`config.mk`:
```
export PLATFORM = sky130hd
export DESIGN_NAME = uart_tx_dbuf
export DESIGN_NICKNAME = d
export VERILOG_FILES = /design/src/rtl/txb_pkg.sv /design/src/rtl/txb_holdbuf.sv /design/src/rtl/txb_shifter.sv /design/src/rtl/uart_tx_dbuf.sv
export SDC_FILE = /design/constraint.sdc
export NUM_CORES = 1
export LEC_CHECK = 0
export BUFFER_PORTS_ARGS = -buffer_cell sky130_fd_sc_hd__buf_2
export CAP_MARGIN = 20
export CORE_ASPECT_RATIO = 0.8
export CORE_MARGIN = 10
export CORE_UTILIZATION = 55
export CTS_BUF_LIST = sky130_fd_sc_hd__clkbuf_16
export DETAILED_ROUTE_END_ITERATION = 8
export HOLD_SLACK_MARGIN = 0.15
export PLACE_DENSITY = 0.73
export RECOVER_POWER = 50
export SYNTH_ARGS = -nofsm -noshare
export SYNTH_HDL_FRONTEND = slang
export SYNTH_HIERARCHICAL = 1
export SYNTH_SLANG_ARGS = --single-unit
```
`constraint.sdc`:
```
create_clock -name clk -period 2 [get_ports clk]
set_input_delay 0.3 -clock clk [delete_from_list [all_inputs] [get_ports clk]]
set_output_delay 0.3 -clock clk [all_outputs]
set_load 0.05 [all_outputs]
```
`src/rtl/txb_pkg.sv`:
```
package txb_pkg;

  // Latched frame format
  typedef struct packed {
    logic short_data;
    logic par_en;
    logic par_odd;
    logic two_stop;
  } txb_cfg_t;

endpackage

```
`src/rtl/txb_holdbuf.sv`:
```
module txb_holdbuf #(
  parameter int DATA_W = 8
) (
  input  logic              clk,
  input  logic              rst,
  input  logic              clr,
  input  logic              wr,
  input  logic [DATA_W-1:0] wdata,
  input  logic              take,
  output logic              empty_q,
  output logic              empty_d,
  output logic [DATA_W-1:0] data_q
);

  // A write wins over a take in the same cycle: the shifter has already
  // captured the old contents, the new byte stays queued.
  always_comb begin
    empty_d = empty_q;
    if (clr)       empty_d = 1'b1;
    else if (wr)   empty_d = 1'b0;
    else if (take) empty_d = 1'b1;
  end

  always_ff @(posedge clk) begin
    if (rst) empty_q <= 1'b1;
    else     empty_q <= empty_d;
  end

  // Data storage needs no reset; validity is carried by empty_q
  always_ff @(posedge clk) begin
    if (wr && !clr) data_q <= wdata;
  end

endmodule

```
`src/rtl/txb_shifter.sv`:
```
module txb_shifter
  import txb_pkg::*;
#(
  parameter int DATA_W = 8
) (
  input  logic              clk,
  input  logic              rst,
  input  logic              clr,
  input  logic              tick,
  input  txb_cfg_t          cfg,
  input  logic              have,
  input  logic [DATA_W-1:0] hdata,
  output logic              take,
  output logic              txd,
  output logic              busy
);

  localparam int FRAME_W = DATA_W + 4;
  localparam int CNT_W   = $clog2(FRAME_W);

  logic [FRAME_W-1:0] sr_q;
  logic [FRAME_W-1:0] frame;
  logic [CNT_W-1:0]   cnt_q;
  logic [CNT_W-1:0]   nd;
  logic [CNT_W-1:0]   last;
  logic [DATA_W-1:0]  dmask;
  logic               par;
  logic               at_end;

  // Build the whole frame, start bit at index 0
  always_comb begin
    nd    = cfg.short_data ? CNT_W'(DATA_W - 1) : CNT_W'(DATA_W);
    dmask = hdata;
    if (cfg.short_data) dmask[DATA_W-1] = 1'b0;
    par   = (^dmask) ^ cfg.par_odd;
    frame    = '1;
    frame[0] = 1'b0;
    for (int i = 0; i < DATA_W; i++) begin
      if (CNT_W'(i) < nd) frame[i+1] = hdata[i];
    end
    if (cfg.par_en) begin
      for (int j = 1; j < FRAME_W; j++) begin
        if (CNT_W'(j) == nd + CNT_W'(1)) frame[j] = par;
      end
    end
    last = nd + CNT_W'(cfg.par_en) + CNT_W'(1) + CNT_W'(cfg.two_stop);
  end

  assign at_end = (cnt_q == '0);
  assign take   = tick && have && !clr && (!busy || at_end);

  always_ff @(posedge clk) begin
    if (rst || clr) begin
      busy  <= 1'b0;
      txd   <= 1'b1;
      sr_q  <= '1;
      cnt_q <= '0;
    end else if (tick) begin
      if (take) begin
        sr_q  <= frame;
        txd   <= frame[0];
        busy  <= 1'b1;
        cnt_q <= last;
      end else if (busy) begin
        if (!at_end) begin
          sr_q  <= {1'b1, sr_q[FRAME_W-1:1]};
          txd   <= sr_q[1];
          cnt_q <= cnt_q - CNT_W'(1);
        end else begin
          busy <= 1'b0;
          txd  <= 1'b1;
        end
      end
    end
  end

endmodule

```
`src/rtl/uart_tx_dbuf.sv`:
```
module uart_tx_dbuf
  import txb_pkg::*;
#(
  parameter int DATA_W = 8
) (
  input  logic              clk,
  input  logic              rst,
  input  logic              en,
  input  logic              bit_tick,
  input  logic              wr_en,
  input  logic [DATA_W-1:0] wr_data,
  input  logic              cfg_short,
  input  logic              cfg_par_en,
  input  logic              cfg_par_odd,
  input  logic              cfg_two_stop,
  input  logic              irq_en,
  output logic              txd,
  output logic              buf_empty,
  output logic              shift_busy,
  output logic              irq
);

  txb_cfg_t          cfg_q;
  logic              clr;
  logic              wr;
  logic              take;
  logic              empty_d;
  logic [DATA_W-1:0] hold_data;

  assign clr = !en;
  assign wr  = wr_en && en;

  // Format latch: transparent only while disabled
  always_ff @(posedge clk) begin
    if (rst)     cfg_q <= '0;
    else if (!en) cfg_q <= '{short_data: cfg_short, par_en: cfg_par_en,
                             par_odd: cfg_par_odd, two_stop: cfg_two_stop};
  end

  txb_holdbuf #(.DATA_W(DATA_W)) u_hold (
    .clk     (clk),
    .rst     (rst),
    .clr     (clr),
    .wr      (wr),
    .wdata   (wr_data),
    .take    (take),
    .empty_q (buf_empty),
    .empty_d (empty_d),
    .data_q  (hold_data)
  );

  txb_shifter #(.DATA_W(DATA_W)) u_shift (
    .clk   (clk),
    .rst   (rst),
    .clr   (clr),
    .tick  (bit_tick),
    .cfg   (cfg_q),
    .have  (!buf_empty),
    .hdata (hold_data),
    .take  (take),
    .txd   (txd),
    .busy  (shift_busy)
  );

  always_ff @(posedge clk) begin
    if (rst) irq <= 1'b0;
    else     irq <= irq_en && empty_d;
  end

endmodule

```
==> flow_summary.json <==
{
  "status": "complete, no violations",
  "grt_pass1_vias": 1190,
  "syn_to_final_growth_pct": 16.3,
  "finalCriticalPeriod_ns": 1.86,
  "cts_buffers": 5,
  "synthesis.area_mm2": 0.00149,
  "min_to": "u_hold/data_q[6]$_DFFE_PP_",
  "postCtsHoldBufs": 0,
  "pin_count": 22,
  "final_cell_mix": "dfxtp_1, buf_2, nand2_1",
  "r2r_cells": 7,
  "crit_family": "simple AND/OR/NAND/NOR gates",
  "dpl_cell_area_mm2": 0.00160,
  "fmax_mhz": 537,
  "cts_buffer_depth": 2,
  "utilization": 0.686,
  "synth_top_area_cell": "dfxtp_1",
  "syn_inst": 153,
  "cp-end-kind": "flop",
  "cts_tree": "built",
  "hpwl_mm": 2.22,
  "dp_cells": 204,
  "synth_top_area_share": 0.283,
  "root_buffer": "clkbuf_16",
  "cts_resized": 0,
  "finalNonFillerCells": 212,
  "num_vias": 1206,
  "slowest_delay_ns": 0.38,
  "yosysSeqAreaShare": 0.444,
  "tns_ns": 0,
  "final_area_mm2": 0.00173,
  "rsz0062_at_grt": "false",
  "syn_avg_cell_area_um2": 9.72,
  "relSlewSlack": 0.704,
  "core_area_mm2": 0.00252,
  "mostFrequentLayoutCell": "dfxtp_1",
  "drc": 0,
  "syn-num-nets": 177,
  "gr-usage-all-layers": 0.123,
  "synth-seq-cells": 29,
  "ant_nets": 0,
  "clk_latency_ns": 0.27,
  "setup_viol": 0,
  "crit_type": "flop to flop",
  "crit_arrival_ns": 2.06,
  "power_density_mw_per_mm2": 836,
  "crit_fanout": 9,
  "fin_skew_ns": 0.00142,
  "critPathSlowestCell": "dfxtp_1",
  "yosysWarningCount": 6,
  "routabilityCongestion": 0.871,
  "drtIter0Drc": 65,
  "drive_gt1_frac": 0.205,
  "reg2reg_slack_ns": 0.14,
  "fp.dieH_um": 66.5,
  "period_share": 0.931,
  "crit_buf_inv": 1,
  "antenna_found_initial": 0,
  "grt_pass1_wl_mm": 5.19,
  "p_leak_nw": 0.645,
  "hp-class": "primary input to flop",
  "holdCritStartpoint": "wr_data[6]",
  "cts_setup_buffers": 0,
  "cts.sinks": 29,
  "grt_max_degree": 17,
  "post_drt_wl_per_cell_um": 14.5,
  "drt_first_pass_iters": 4,
  "cap_violations": 0,
  "cp-start-kind": "flop",
  "clk_pin_slew_ns": 0.05,
  "synth.distinct_cells": 38,
  "rows": 16,
  "ctsHtreeMaxLevel": 2,
  "port-buffer-count": 21,
  "finalHoldViolations": 0,
  "crit_required_ns": 2.20,
  "synth_area_leaders": "dfxtp_1, edfxtp_1, a21oi_1",
  "die_area_mm2": 0.00519,
  "final_max_slew_viol_count": 0,
  "grt_overflow_total": 0,
  "nNetsFinal": 199,
  "via_per_inst": 5.69,
  "worstReg2RegStart": "u_shift/cnt_q[0]$_SDFFE_PP0P_",
  "drt_wl_total_mm": 3.07,
  "peakVddDrop_mv": 0.630,
  "holdPathStages": 1,
  "r2r_end": "u_shift/cnt_q[3]$_SDFFE_PP0P_",
  "crit_chain": "inv_1 -> ha_1 -> nor3b_4 -> nand2b_1 -> o41ai_2 -> a21oi_1 -> nor3b_2",
  "initial_core_util": 0.589,
  "die_w_um": 78.1,
  "worst_pin_slew_ns": 0.445,
  "antenna_cells": 0
}
## worst max-delay path by stage
stage	startpoint	endpoint	slack [ns]	depth (start not counted)
floorplan	u_shift/busy$_SDFFE_PP0P_	u_shift/sr_q[8]$_SDFFE_PP1P_	0.31	4
global placement	cfg_q[3]$_SDFFE_PP0N_	u_shift/cnt_q[2]$_SDFFE_PP0P_	0.24	8
detailed placement	u_shift/cnt_q[0]$_SDFFE_PP0P_	u_shift/cnt_q[3]$_SDFFE_PP0P_	0.16	7
CTS	u_shift/cnt_q[0]$_SDFFE_PP0P_	u_shift/cnt_q[3]$_SDFFE_PP0P_	0.14	7
global route	cfg_q[3]$_SDFFE_PP0N_	u_shift/cnt_q[2]$_SDFFE_PP0P_	0.03	8
finish	u_shift/cnt_q[0]$_SDFFE_PP0P_	u_shift/cnt_q[3]$_SDFFE_PP0P_	0.14	7
## area by class of cell
class                           instances  area, um2
Fill cell                             227        793
Multi-Input combinational cell        105        729
Sequential cell                        29        661
Clock buffer                            5        125
Timing Repair Buffer                   23        115
Tap cell                               36       45.0
Inverter                               11       41.3
Clock inverter                          3       12.5
## per-layer routing
| metal | vias to the layer above | part of all wire | track usage |
|---|---|---|---|
| met5 | - | 0 | 0 |
| met4 | 0 | 0.0065 | 0.0625 |
| met3 | 4 | 0.050 | 0.0416 |
| met2 | 32 | 0.50 | 0.213 |
| met1 | 588 | 0.44 | 0.133 |
| li1 | 582 | - | - |
## stage by stage
step	hold WS (ns)	power, mW	setup WS [ns]
global route	0.206	1.50	0.0306
floorplan	0.372	0.736	0.311
CTS	0.200	1.46	0.137
finish	0.204	1.45	0.137
detailed placement	0.451	0.772	0.160
global placement	0.442	0.767	0.236
## sequential cells by signal, summed over array words and instances (netlist names)
register,count
cfg_q,4
u_shift/busy,1
u_shift/cnt_q,4
irq,1
u_shift/txd,1
u_shift/sr_q,9
u_hold/data_q,8
u_hold/empty_q,1
## cells by family after synthesis
family	count (synthesis)	synth area share
AND/OR/NAND/NOR	47	0.165
flip-flops	29	0.444
adder cells (fa/ha/maj)	6	0.0556
buffers and inverters	19	0.0648
multiplexers	5	0.0337
XOR/XNOR	8	0.0471
AO/OA/AOI/OAI	39	0.189
## power by group
group	switching, mW	internal [mW]	total (mW)
Combinational	0.0690	0.0550	0.124
Sequential	0.0143	0.622	0.637
Clock	0.237	0.447	0.685
## synthesized netlist by cell type (all sizes together)
cell and number:
a211o 7, a211oi 1, a21oi 13, a221o 1
a221oi 2, a31oi 1, and2 1, and2b 1
buf 5, clkbuf 3, dfxtp 21, edfxtp 8
fa 1, ha 5, inv 11, mux2i 5
nand2 17, nand2b 2, nand3 10, nor2 8
nor2b 2, nor3 2, nor3b 2, nor4 1
o2111ai 1, o211ai 1, o21a 1, o21ai 8
o21bai 2, o41ai 1, or2 1, xnor2 7
xor2 1
Power figures use the tool's default switching activity.
